### config.mk
export PLATFORM = sky130hd
export DESIGN_NAME = usbrx_front
export DESIGN_NICKNAME = d
export VERILOG_FILES = /design/src/rtl/usbrx_pkg.sv /design/src/rtl/usbrx_sync.sv /design/src/rtl/usbrx_dpll.sv /design/src/rtl/usbrx_crc.sv /design/src/rtl/usbrx_decode.sv /design/src/rtl/usbrx_front.sv
export SDC_FILE = /design/constraint.sdc
export NUM_CORES = 1
export LEC_CHECK = 0
export ABC_AREA = 0
export BUFFER_PORTS_ARGS = -buffer_cell sky130_fd_sc_hd__buf_4
export CAP_MARGIN = 20
export CORE_MARGIN = 2
export CORE_UTILIZATION = 54
export DETAILED_ROUTE_END_ITERATION = 12
export GPL_TIMING_DRIVEN = 0
export PLACE_DENSITY = 0.74
export SLEW_MARGIN = 20
export SYNTH_ARGS = -nofsm -noshare
export SYNTH_HDL_FRONTEND = slang
export SYNTH_HIERARCHICAL = 1
export SYNTH_SLANG_ARGS = --single-unit
### constraint.sdc
create_clock -name clk -period 1.8 [get_ports clk]
set_input_delay 0.09 -clock clk [delete_from_list [all_inputs] [get_ports clk]]
set_output_delay 0.09 -clock clk [all_outputs]
set_load 0.005 [all_outputs]
### src/rtl/usbrx_pkg.sv
package usbrx_pkg;

    // Sampled line condition handed from the synchroniser to the decoder.
    typedef struct packed {
        logic se0;   // both single-ended receivers low
        logic lvl;   // differential level, 1 = K
    } line_t;

    typedef enum logic {
        RX_HUNT = 1'b0,
        RX_BODY = 1'b1
    } rx_state_e;

    typedef enum logic [1:0] {
        CHK_NONE = 2'd0,
        CHK_C5   = 2'd1,
        CHK_C16  = 2'd2
    } chk_e;

    // Raw cell levels of the sync field, oldest cell in the MSB.
    localparam logic [7:0]  SYNC_LVLS  = 8'b1010_1011;
    localparam int          PID_BITS   = 8;
    localparam logic [4:0]  C5_POLY    = 5'h05;
    localparam logic [4:0]  C5_RES     = 5'h0C;
    localparam logic [15:0] C16_POLY   = 16'h8005;
    localparam logic [15:0] C16_RES    = 16'h800D;

    // Low two identifier bits decide which check applies.
    function automatic chk_e pid_check(input logic [1:0] pid_lo);
        chk_e r;
        unique case (pid_lo)
            2'b01:   r = CHK_C5;
            2'b11:   r = CHK_C16;
            default: r = CHK_NONE;
        endcase
        return r;
    endfunction

endpackage

### src/rtl/usbrx_sync.sv
module usbrx_sync
    import usbrx_pkg::*;
#(
    parameter int STAGES = 2
) (
    input  logic  clk,
    input  logic  rst,
    input  logic  dp_i,
    input  logic  dm_i,
    input  logic  diff_i,
    output line_t line_o
);
    // Each stage holds {dp, dm, diff}; reset value is the idle J state.
    localparam logic [2:0] IDLE_J = 3'b010;

    logic [2:0] stg [STAGES];

    for (genvar s = 0; s < STAGES; s++) begin : g_stage
        if (s == 0) begin : g_first
            always_ff @(posedge clk) begin
                if (rst) stg[s] <= IDLE_J;
                else     stg[s] <= {dp_i, dm_i, diff_i};
            end
        end else begin : g_next
            always_ff @(posedge clk) begin
                if (rst) stg[s] <= IDLE_J;
                else     stg[s] <= stg[s-1];
            end
        end
    end

    always_comb begin
        line_o.se0 = ~stg[STAGES-1][2] & ~stg[STAGES-1][1];
        line_o.lvl = stg[STAGES-1][0];
    end

endmodule

### src/rtl/usbrx_dpll.sv
module usbrx_dpll #(
    parameter int OSR = 4
) (
    input  logic clk,
    input  logic rst,
    input  logic lvl_i,
    output logic strobe_o
);
    localparam int            CW   = (OSR > 2) ? $clog2(OSR) : 1;
    localparam logic [CW-1:0] HALF = CW'(OSR / 2);
    localparam logic [CW-1:0] LAST = CW'(OSR - 1);

    logic          lvl_q;
    logic [CW-1:0] phase;
    logic          edge_seen;

    assign edge_seen = lvl_i ^ lvl_q;

    // A level change marks the start of a cell; restart the phase there.
    always_ff @(posedge clk) begin
        if (rst) begin
            lvl_q <= 1'b0;
            phase <= '0;
        end else begin
            lvl_q <= lvl_i;
            if (edge_seen)          phase <= CW'(1);
            else if (phase == LAST) phase <= '0;
            else                    phase <= phase + CW'(1);
        end
    end

    assign strobe_o = (phase == HALF);

endmodule

### src/rtl/usbrx_crc.sv
module usbrx_crc #(
    parameter int           W    = 5,
    parameter logic [W-1:0] POLY = W'(5),
    parameter logic [W-1:0] RES  = W'(12)
) (
    input  logic clk,
    input  logic rst,
    input  logic clr,
    input  logic en,
    input  logic din,
    output logic ok_o
);
    logic [W-1:0] crc;
    logic         fb;

    assign fb = crc[W-1] ^ din;

    always_ff @(posedge clk) begin
        if (rst || clr) crc <= '1;
        else if (en)    crc <= {crc[W-2:0], 1'b0} ^ ({W{fb}} & POLY);
    end

    assign ok_o = (crc == RES);

endmodule

### src/rtl/usbrx_decode.sv
module usbrx_decode
    import usbrx_pkg::*;
#(
    parameter int STUFF_RUN = 6,
    parameter int EOP_BITS  = 2
) (
    input  logic  clk,
    input  logic  rst,
    input  logic  strobe,
    input  line_t line,
    input  logic  c5_ok,
    input  logic  c16_ok,
    output logic  crc_clr,
    output logic  crc_en,
    output logic  crc_bit,
    output logic  bit_o,
    output logic  bit_vld_o,
    output logic  pkt_active_o,
    output logic  eop_o,
    output logic  crc_err_o,
    output logic  stuff_err_o
);
    localparam int RUN_W = $clog2(STUFF_RUN + 1);
    localparam int EOP_W = $clog2(EOP_BITS + 1);
    localparam int NB_W  = $clog2(PID_BITS + 1);

    rx_state_e        state;
    logic [7:0]       hist;
    logic             prev_lvl;
    logic [RUN_W-1:0] ones;
    logic [EOP_W-1:0] se0_run;
    logic [NB_W-1:0]  nbits;
    logic [1:0]       pid_lo;

    logic [7:0] hist_nx;
    logic       sync_hit, nrzi, body_bit, is_stuff, take, eop_hit, crc_bad;
    chk_e       chk;

    always_comb begin
        hist_nx  = {hist[6:0], line.lvl & ~line.se0};
        sync_hit = strobe && (state == RX_HUNT) && !line.se0 && (hist_nx == SYNC_LVLS);
        nrzi     = (line.lvl == prev_lvl);
        body_bit = strobe && (state == RX_BODY) && !line.se0;
        is_stuff = (ones == RUN_W'(STUFF_RUN));
        take     = body_bit && !is_stuff;
        eop_hit  = strobe && (state == RX_BODY) && line.se0
                   && (se0_run == EOP_W'(EOP_BITS - 1));
        chk      = pid_check(pid_lo);
        crc_bad  = ((chk == CHK_C5) && !c5_ok) || ((chk == CHK_C16) && !c16_ok);
        crc_clr  = sync_hit;
        crc_en   = take && (nbits == NB_W'(PID_BITS));
        crc_bit  = nrzi;
    end

    always_ff @(posedge clk) begin
        if (rst) begin
            state        <= RX_HUNT;
            hist         <= '0;
            prev_lvl     <= 1'b0;
            ones         <= '0;
            se0_run      <= '0;
            nbits        <= '0;
            pid_lo       <= '0;
            bit_o        <= 1'b0;
            bit_vld_o    <= 1'b0;
            pkt_active_o <= 1'b0;
            eop_o        <= 1'b0;
            crc_err_o    <= 1'b0;
            stuff_err_o  <= 1'b0;
        end else begin
            bit_vld_o <= 1'b0;
            eop_o     <= 1'b0;
            if (strobe) begin
                unique case (state)
                    RX_HUNT: begin
                        hist <= hist_nx;
                        if (sync_hit) begin
                            state        <= RX_BODY;
                            pkt_active_o <= 1'b1;
                            prev_lvl     <= 1'b1;
                            ones         <= RUN_W'(1);
                            se0_run      <= '0;
                            nbits        <= '0;
                            pid_lo       <= '0;
                            crc_err_o    <= 1'b0;
                            stuff_err_o  <= 1'b0;
                            hist         <= '0;
                        end
                    end
                    RX_BODY: begin
                        if (line.se0) begin
                            if (eop_hit) begin
                                state        <= RX_HUNT;
                                pkt_active_o <= 1'b0;
                                eop_o        <= 1'b1;
                                crc_err_o    <= crc_bad;
                                se0_run      <= '0;
                            end else begin
                                se0_run <= se0_run + EOP_W'(1);
                            end
                        end else begin
                            se0_run  <= '0;
                            prev_lvl <= line.lvl;
                            if (is_stuff) begin
                                ones <= '0;
                                if (nrzi) stuff_err_o <= 1'b1;
                            end else begin
                                bit_o     <= nrzi;
                                bit_vld_o <= 1'b1;
                                ones      <= nrzi ? ones + RUN_W'(1) : '0;
                                if (nbits < NB_W'(PID_BITS)) nbits <= nbits + NB_W'(1);
                                if (nbits < NB_W'(2))        pid_lo[nbits[0]] <= nrzi;
                            end
                        end
                    end
                endcase
            end
        end
    end

endmodule

### src/rtl/usbrx_front.sv
module usbrx_front
    import usbrx_pkg::*;
#(
    parameter int OSR         = 4,
    parameter int SYNC_STAGES = 2,
    parameter int STUFF_RUN   = 6,
    parameter int EOP_BITS    = 2
) (
    input  logic clk,
    input  logic rst,
    input  logic dp_i,
    input  logic dm_i,
    input  logic diff_i,
    output logic bit_o,
    output logic bit_vld_o,
    output logic pkt_active_o,
    output logic eop_o,
    output logic crc_err_o,
    output logic stuff_err_o
);
    line_t line;
    logic  strobe;
    logic  crc_clr, crc_en, crc_bit, c5_ok, c16_ok;

    usbrx_sync #(.STAGES(SYNC_STAGES)) u_sync (
        .clk    (clk),
        .rst    (rst),
        .dp_i   (dp_i),
        .dm_i   (dm_i),
        .diff_i (diff_i),
        .line_o (line)
    );

    usbrx_dpll #(.OSR(OSR)) u_dpll (
        .clk      (clk),
        .rst      (rst),
        .lvl_i    (line.lvl),
        .strobe_o (strobe)
    );

    usbrx_crc #(.W(5), .POLY(C5_POLY), .RES(C5_RES)) u_crc5 (
        .clk  (clk),
        .rst  (rst),
        .clr  (crc_clr),
        .en   (crc_en),
        .din  (crc_bit),
        .ok_o (c5_ok)
    );

    usbrx_crc #(.W(16), .POLY(C16_POLY), .RES(C16_RES)) u_crc16 (
        .clk  (clk),
        .rst  (rst),
        .clr  (crc_clr),
        .en   (crc_en),
        .din  (crc_bit),
        .ok_o (c16_ok)
    );

    usbrx_decode #(.STUFF_RUN(STUFF_RUN), .EOP_BITS(EOP_BITS)) u_dec (
        .clk          (clk),
        .rst          (rst),
        .strobe       (strobe),
        .line         (line),
        .c5_ok        (c5_ok),
        .c16_ok       (c16_ok),
        .crc_clr      (crc_clr),
        .crc_en       (crc_en),
        .crc_bit      (crc_bit),
        .bit_o        (bit_o),
        .bit_vld_o    (bit_vld_o),
        .pkt_active_o (pkt_active_o),
        .eop_o        (eop_o),
        .crc_err_o    (crc_err_o),
        .stuff_err_o  (stuff_err_o)
    );

endmodule

[Yosys cells after proc, flatten, opt, wreduce, memory -nomap -nowiden]
Memories as Yosys holds them, arrays and structs flattened.
Cells that the tools add are included.
Operators by class
  bitwise operators: 15
  eq/ne operators: 22
  multiply operators: 0
  add/subtract/negate cells: 4
  order comparisons: 4
  multiplexer cells: 50
  reductions and logical operators: 29
  shift-type cells: 0
  div/mod/pow operators: 0
Operators by type and width (number)
  2-to-1 mux 1 bit: 21
  2-to-1 mux 3 bit: 6
  == test 16 bit, second input constant: 1
  2-to-1 mux 4 bit: 4
  != test 2 bit, second input constant: 8
  XOR 16 bit: 1
  AND reduction 5 bit: 3
  logical AND 1 bit: 12
  2-to-1 mux 2 bit: 6
  one-hot mux 2 bit (2 select lines): 3
  one-hot mux 1 bit (2 select lines): 5
  == test 2 bit, second input constant: 4
  == test 8 bit, second input constant: 1
  one-hot mux 4 bit (2 select lines): 1
  AND reduction 4 bit: 2
  OR reduction 4 bit: 2
  2-to-1 mux 7 bit: 1
  == test 2 x 1 -> 1 bit, second input constant: 3
  inverter 1 bit: 6
  one-hot mux 3 bit (2 select lines): 1
  == test 5 x 4 -> 1 bit, second input constant: 1
  XOR 5 x 3 -> 5 bit: 1
  adder 2 x 1 -> 2 bit, second input constant: 2
  adder 4 x 1 -> 4 bit, second input constant: 1
  19 further kinds: 28
Storage, ports and cells
  register bits after elaboration: 50
  output and inout bits: 6
  memories: 1
  memory bits (writable): 6
  latch bits: 0
  ROM bits: 0
  word-level logic and storage cells: 143
  bits of input ports: 5
Memory list
  u_sync.stg: words 2, width 3, rd ports 2, clocked after Yosys merged registers in 0, wr ports 2, line usbrx_sync.sv:16  | logic [2:0] stg [STAGES];

[Longest topological paths before layout]
Gate-level depths: netlist (run 1).
  depth in word-level cells: 9
  depth in mapped cells: 10
  mapped depth without buffers: 9

[Hierarchy]
Netlist (run 1), hierarchy kept.
Modules (own cells, without submodules)
  usbrx_decode: times used 1, cells an instance 144, area an instance 1219.9 sq um, sequential area each 520.5 sq um
  usbrx_crc at u_crc16: times used 1, cells an instance 65, area an instance 638.1 sq um, sequential area each 320.3 sq um
  usbrx_crc at u_crc5: times used 1, cells an instance 22, area an instance 231.5 sq um, sequential area each 100.1 sq um
  usbrx_sync: times used 1, cells an instance 14, area an instance 168.9 sq um, sequential area each 120.1 sq um
  usbrx_dpll: times used 1, cells an instance 11, area an instance 130.1 sq um, sequential area each 60.1 sq um

[Least setup slack after synthesis (run 1)]
No wires, ideal clock.
  path type: register to register
  from: reg u_dpll.phase[0]
  to: reg u_crc16.crc[14]
  data arrival time: 1.749 ns
  required time: 1.681 ns
  setup slack: -0.068 ns
  clock period less this slack: 1.868 ns
  stages on the path, launching flop included: 11
  library setup time: 0.119 ns
  buffers on the path: 2
  cells stage by stage: dfxtp_1 > inv_1 > ha_1 > nand2_1 > nor2_1 > nand2_1 > nor3_1 > buf_4 > buf_6 > mux2i_1 > nand2_1
On the way
  cells in the longest elaborated chain, start to end: 5
  elaborated cells between the ends (all ways): 9
  those cells by class: 1 x eq/ne; 8 x reduce/logical
Ends and longest elaborated chain
  start: declaration: line usbrx_dpll.sv:14  | logic [CW-1:0] phase;
  start signal: assignment: line usbrx_dpll.sv:28  | else phase <= phase + CW'(1);
  == test 2 bit: line usbrx_dpll.sv:32  | assign strobe_o = (phase == HALF);
  net strobe: line usbrx_front.sv:22  | logic strobe;
  logical AND 1 bit (2 in series): line usbrx_decode.sv:43  | body_bit = strobe && (state == RX_BODY) && !line.se0;
  logical AND 1 bit: line usbrx_decode.sv:45  | take = body_bit && !is_stuff;
  logical AND 1 bit: line usbrx_decode.sv:51  | crc_en = take && (nbits == NB_W'(PID_BITS));
  net crc_en: line usbrx_front.sv:23  | logic crc_clr, crc_en, crc_bit, c5_ok, c16_ok;
  end signal: assignment: line usbrx_crc.sv:20  | else if (en) crc <= {crc[W-2:0], 1'b0} ^ ({W{fb}} & POLY);
  end: declaration: line usbrx_crc.sv:13  | logic [W-1:0] crc;
The timed path passes the listed nets, and every way through them passes these cells.
A chain may end at the register's enable or synchronous reset.

[Final worst setup path (run 1)]
  from: reg u_dpll.phase[0]
  to: reg u_crc16.crc[2]
On the way
  cells in the longest elaborated chain, start to end: 5
  elaborated cells between the ends (all ways): 9
  those cells by class: 1 x eq/ne; 8 x reduce/logical
Ends and longest elaborated chain
  == test 2 bit: line usbrx_dpll.sv:32
  net strobe: line usbrx_front.sv:22
  logical AND 1 bit (3 in series): line usbrx_decode.sv:41  | sync_hit = strobe && (state == RX_HUNT) && !line.se0 && (hist_nx == SYNC_LVLS);
  net crc_clr: line usbrx_front.sv:23
  logical OR 1 bit: line usbrx_crc.sv:19  | if (rst || clr) crc <= '1;
The timed path passes the listed nets, and every way through them passes these cells.

==> results of run 1 <==
-- placed cells by master (no fill, tap or decap), types with 4 or more instances in the layout --
cell,netlist,routed
nand4_1,5,5
mux2i_1,18,17
nor3_1,8,7
xnor2_1,5,4
nand2_1,33,31
a21oi_1,22,22
nor2b_1,8,8
nand2b_1,4,4
nor2_1,18,14
dfxtp_1,56,53
buf_6,3,4
clkbuf_8,0,6
buf_4,2,15
o21ai_0,5,5
inv_1,11,10
ha_1,6,4
nand3_1,8,8
-- cell families (layout without fill, tap and decap cells) --
kind of cell,count (synthesis),after routing,synth area share
adders and majority gates,6,6,0.03143
buffers and inverters,24,49,0.05185
xor gates and xnor gates,7,7,0.03143
muxes,18,18,0.07543
DFF,56,56,0.4694
and+or+nand+nor,102,102,0.2268
AOI/OAI and AO/OA,43,43,0.1137
-- final cells by class --
class                      count  area [um2]  area share
buffer                        12       96.34     0.03450
clock buffer                   6       82.58     0.02957
clock inverter                 2       10.01    0.003584
inverter                      12       45.04     0.01613
multi-input combinational    176        1221      0.4373
sequential                    56        1125      0.4028
tap                           52       65.06     0.02330
timing repair buffer          17       147.6     0.05287
-- what timing repair did --
action                                  in CTS  in global routing
endpoints found under the hold margin        2                  1
resized for setup                           11                 15
hold buffers                                 2                  1
endpoints found under the setup margin      22                 23
pin swaps                                    3                  4
setup buffers                                3                  1
-- path summary, 6_finish.rpt --
path	startpoint	to	slack, ns	depth (start not counted)
max reg2reg	u_dpll/phase[0]	u_crc16/crc[2]	0.1	10
min reg2reg	u_sync/stg[0][1]	u_sync/stg[1][1]	0.41	1
max	u_dpll/phase[0]	u_crc16/crc[2]	0.1	10
min	rst	u_dpll/phase[0]	0.06	2
-- registers in the layout (all words and copies together), names as in the netlist --
signal and flops:
u_dec/hist 7, u_dec/state 1, u_dec/eop_o 1, u_crc5/crc 5, u_dec/nbits 4, u_crc16/crc 16
u_dec/crc_err_o 1, u_dec/pid_lo 2, u_sync/stg 6, u_dpll/lvl_q 1, u_dec/prev_lvl 1, u_dec/pkt_active_o 1
u_dec/bit_o 1, u_dpll/phase 2, u_dec/stuff_err_o 1, u_dec/ones 3, u_dec/se0_run 2, u_dec/bit_vld_o 1
-- metal layers --
layer	vias to the layer above	track usage	wire, um
met5	-	0	0
met4	0	0.05128	37
met3	5	0.05195	201
met2	38	0.3166	2107
met1	841	0.2520	2134
li1	932	-	-
-- critical path, delay by kind of cell (launching register included) --
family          cells  cell delay (ns)
simple gates        3             0.42
buf+inv             4             0.40
flops               1             0.35
compound gates      2             0.25
fa+ha+maj           1             0.17
-- where the power goes --
part / switching (mW) / internal [mW] / total (mW)
clock: 0.378 / 0.308 / 0.686
combinational: 0.0626 / 0.0540 / 0.117
sequential: 0.00821 / 1.25 / 1.26
-- metrics by stage --
| stage | setup TNS [ns] | setup WS, ns |
|---|---|---|
| after detailed placement | -5.102 | -0.3336 |
| after CTS | 0 | 0.01143 |
| after global placement | -4.745 | -0.3094 |
| after global routing | 0 | 0.0001013 |
| final | 0 | 0.09904 |
| after floorplan | 0 | 0.01583 |
==> impl_results.md, run 1 <==
- Unique masters post-synth: around 50
- # IOs: 11
- Final setup violation count: 0
- Nets: 291
- I/O Buffers: 10
- GRT Total Usage: 0.1929
- Fillers: roughly 380
- Kind of critical path: reg2reg
- Core Area: about 4300 um2
- Gpl congestion: 0.8374
- DP HPWL: roughly 3100 um
- Post-Syn Area: between 2000 and 2500 um2
- Total power: approximately 2.1 mW
- Arrival time at the worst endpoint: about 1.9 ns
- Status: complete, no violations
- Finished Core Util: 0.6504
- Total number of yosys warnings: 6
- Worst-path fanout max: 11
- Global-route wire length before repair: between 7000 and 8000 um
- Crit. End Element: flip-flop
- Post-Synthesis Net Count: 267
- Die H: approximately 71 um
- Syn Area/Cell: between 9 and 10 um2
- Initial Utilization: 0.5562
- Post-synthesis sequential area ratio: 0.4694
- Ys async rst share: 0
- Num CTS Buffers: 5
- CTS tree: yes
- EDFF count, synth: 0
- Antenna violations before repair: 0
- Die W: 70.51 um
- Hold Fails Final Rpt: 0
- Worst Skew: 0.003595 ns
- Hold crit path type: in2reg
- CTS max path bufs: 2
- Via Count: about 1800
- Worst Path Required: 2.00 ns
- Unrepaired setup endpoints after global routing: no
- GR Overflow Total: 0
- Cell leakage power: roughly 1.1 nW
- Row Count: 24
- Crit-path cells: inv_2 -> ha_4 -> nor2b_2 -> buf_6 -> nand4_4 -> inv_2 -> buf_6 -> nor2_4 -> o21ai_0 -> a21o_1
- Clock sinks: 56
- Hold WS: ~0.063 ns
- Top post-synthesis cells by area: dfxtp_1, mux2i_1, nand2_1
- Finished Cell Area: 2793 um2
- Critical Path Source Type: flip-flop
- Area leader, netlist: dfxtp_1
- Pin count of the biggest net entering global routing: 17
- Final wirelength: roughly 4500 um
- Root Buffer: clkbuf_8
- Max_cap viols: 0
- Cell count after synthesis: between 200 and 300
- Slew headroom: 0.6204
- Post-Layout Cell Count: around 330
- Placed insts: roughly 320
- Clk Latency, worst-skew pair: about 0.3 ns
- Layout cell share with drive strength beyond 1: 0.1993
- Vias in the first global route: roughly 1700
- Routed len/inst: between 10 and 15 um
- Top cell type's share of synthesized area: 0.4694
- Iter 0 DRT Violations: 81
- Minimum clock period after layout: around 1.7 ns
- Fmax achieved: ~590 MHz
- Dpl cell area: roughly 2500 um2
- Slowest stage cell on the critical path: dfxtp_2
- Routed vias/inst: 5.453
- Worst path max stage delay: 0.35 ns
- Final-report max-slew violation count: 0
- Peak VDD IR: a little under 700 uV
- ANT cells: 0
- Yosys reg bits: 56
- DRT antenna net count: 0
- Slew @ Worst Pin: between 0.5 and 0.6 ns
- Synth Flop Type: dfxtp_1
- Count leader, synth: dfxtp_1
- Layout area overhead: 16.92%
- DIE AREA: just under 5000 um2
- Clock transition at path regs: 0.09 ns
- DRC viols: 0
- PwrDens: roughly 740 nW/um2
- Commonest cells post-synth: dfxtp_1, nand2_1, a21oi_1
- DRT Pass-1 Iters: 4
- H-tree levels: 2
- Tcrit/Tclk final: 0.9450
No activity file was read; power rests on OpenSTA's default activity.
==> run 2, diff against run 1 <==
--- a/config.mk
+++ b/config.mk
@@ -11,7 +11,6 @@
 export CORE_MARGIN = 2
 export CORE_UTILIZATION = 54
 export DETAILED_ROUTE_END_ITERATION = 12
-export GPL_TIMING_DRIVEN = 0
 export PLACE_DENSITY = 0.74
 export SLEW_MARGIN = 20
 export SYNTH_ARGS = -nofsm -noshare
==> run 2 against run 1 <==
Sequential share of layout area rose by 0.064 points. Register-to-register slack improved by 0.02 ns. Setup slack improved by 0.022 ns. Count of clock-buffer cells in the layout fell by 1. Global-route usage fell by 1.3 points. Final cell count fell by 0.30%. Clock skew rose by 0.0019 ns. Wire length fell by 1.9%.
==> impl_results.md, run 2 (synthesized netlist as in run 1, its figures left out) <==
- Placed insts: between 300 and 400
- CTS max path bufs: 2
- GRT Total Usage: 0.1801
- I/O Buffers: 10
- Arrival time at the worst endpoint: 1.87 ns
- Biggest register: u_crc16/crc
- Most frequent cells in the layout: dfxtp_1, nand2_1, buf_4, a21oi_1
- Global-route wire length before repair: between 7000 and 8000 um
- Tcrit/Tclk final: 0.9330
- Kind of critical path: reg2reg
- GR Overflow Total: 0
- DRT Pass-1 Iters: 4
- Worst-path fanout max: 12
- Antenna violations before repair: 0
- Slew @ Worst Pin: just under 0.4 ns
- Routed len/inst: roughly 13 um
- Hold crit path type: in2reg
- Cell count of the worst reg-to-reg path: 9
- FF-to-FF Start: u_dec/ones[0]
- Commonest non-fill, non-tap cell in the layout: dfxtp_1
- Fmax achieved: 595.4 MHz
- ANT cells: 0
- DRT antenna net count: 0
- Minimum clock period after layout: roughly 1.7 ns
- Via Count: 1795
- Slew headroom: 0.7429
- Die W: between 70 and 80 um
- DP HPWL: slightly below 3000 um
- Final wirelength: between 4000 and 5000 um
- Gpl congestion: 0.8073
- Largest regs: u_crc16/crc x16, u_dec/hist x7, u_sync/stg x6
- Die H: 70.51 um
- Routed vias/inst: 5.407
- Num CTS Buffers: 5
- Dpl cell area: between 2000 and 3000 um2
- Setup WS pre-CTS: 0.06215 ns
- Post-Layout Cell Count: between 300 and 400
- FF-to-FF End: u_crc5/crc[3]
- Vias in the first global route: between 1500 and 2000
- DRC viols: 0
- # IOs: 11
- Crit. End Element: flip-flop
- Final worst slack: 0.1206 ns
- Max_cap viols: 0
- Row Count: 24
- Final-report max-slew violation count: 0
- Layout cell share with drive strength beyond 1: 0.1786
- Critical Path Source Type: flip-flop
- Max reg flops: 16
- Worst Path Required: 1.99 ns
- PwrDens: 725.5 nW/um2
- WHS Endpoint: u_dec/stuff_err_o
- Reg2reg setup slack: approximately 0.12 ns
- Root Buffer: clkbuf_8
- Worst Skew: approximately 0.0055 ns
- Finished Cell Area: between 2000 and 3000 um2
- Initial Utilization: 0.5562
- CTS tree: yes
- Final setup violation count: 0
- Layout area overhead: 16.34%
- Peak VDD IR: 562.4 uV
- Worst hold stages: 2
- Total power: around 2.0 mW
- H-tree levels: 2
- Clock sinks: 56
- Clock transition at path regs: about 0.10 ns
- Nets: 291
- Iter 0 DRT Violations: a little over 90
- Min-delay src: rst
- Status: complete, no violations
- Cell leakage power: about 1.0 nW
- DIE AREA: just under 5000 um2
- Core Area: 4294 um2
- Clk Latency, worst-skew pair: approximately 0.30 ns
- Hold Fails Final Rpt: 0
- Pin count of the biggest net entering global routing: 26
[run 2: changes by cell type in the layout (fill, tap and decap cells not counted), moves of 2 or more]
cell and delta:
buf_4 +7, dfxtp_1 +3, nor2_4 -3, nand2_4 -2, clkbuf_1 -3, clkbuf_16 +2, dfxtp_2 -3, nor2_1 +3
buf_6 -4
[run 2: worst max-delay path by stage]
stage               cells after the start  slack, ns             from               to
global placement                        8       0.12    u_dec/ones[0]    u_crc5/crc[4]
global route                            9      -0.02    u_dec/ones[0]   u_crc16/crc[6]
detailed placement                      9       0.06  u_dpll/phase[0]    u_crc5/crc[1]
floorplan                              10       0.02  u_dpll/phase[0]  u_crc16/crc[14]
CTS                                     9       0.04  u_dpll/phase[0]    u_crc5/crc[1]
finish                                  9       0.12    u_dec/ones[0]    u_crc5/crc[3]
[run 2: repair_timing]
item                                    in CTS  in global routing
endpoints found under the setup margin       0                 23
resized for setup                            0                  6
hold buffers                                 3                  0
hold endpoints to repair                     3                  0
buffers inserted                             0                  1
[run 2: layout make-up]
type / count / area (um2)
clock buffers: 5 / 68.82
clock inverters: 2 / 12.51
fillers: 359 / 1515
inverters: 12 / 47.55
multi-input cells: 176 / 1179
flip-flops and latches: 56 / 1121
well taps: 52 / 65.06
repair buffers: 29 / 285.3
[run 2: per-stage QoR]
step | setup TNS (ns) | utilization | hold WS (ns)
finish | 0 | 0.6471 | 0.1290
CTS | 0 | 0.6259 | 0.1216
global route | -0.02856 | 0.6471 | 0.1248
floorplan | 0 | - | 0.1591
global placement | 0 | 0.5999 | 0.2704
detailed placement | 0 | 0.5999 | 0.2737
[run 2: metal layers]
layer / part of all wire / wire length (um) / track usage / vias to the layer above
met3: 0.026 / 116 / 0.04329 / 4
met5: 0 / 0 / 0 / -
met2: 0.46 / 2013 / 0.3008 / 20
met4: 0.0089 / 39 / 0.04487 / 0
met1: 0.51 / 2227 / 0.2354 / 841
li1: - / - / - / 930
[run 2: critical path: stages (launching register included)]
cell and delay [ns]:
dfxtp_1 0.37, inv_1 0.08, ha_2 0.22, nand2_1 0.12, nand2_2 0.08, nor3_4 0.15, buf_12 0.14, clkbuf_16 0.16
mux2i_1 0.18, nand2_1 0.06
[run 2: where the power goes]
part	total [mW]	internal (mW)	switching, mW
clock network	0.653	0.265	0.388
registers	1.26	1.25	0.00775
logic	0.105	0.0484	0.0566
total	2.02	1.56	0.453
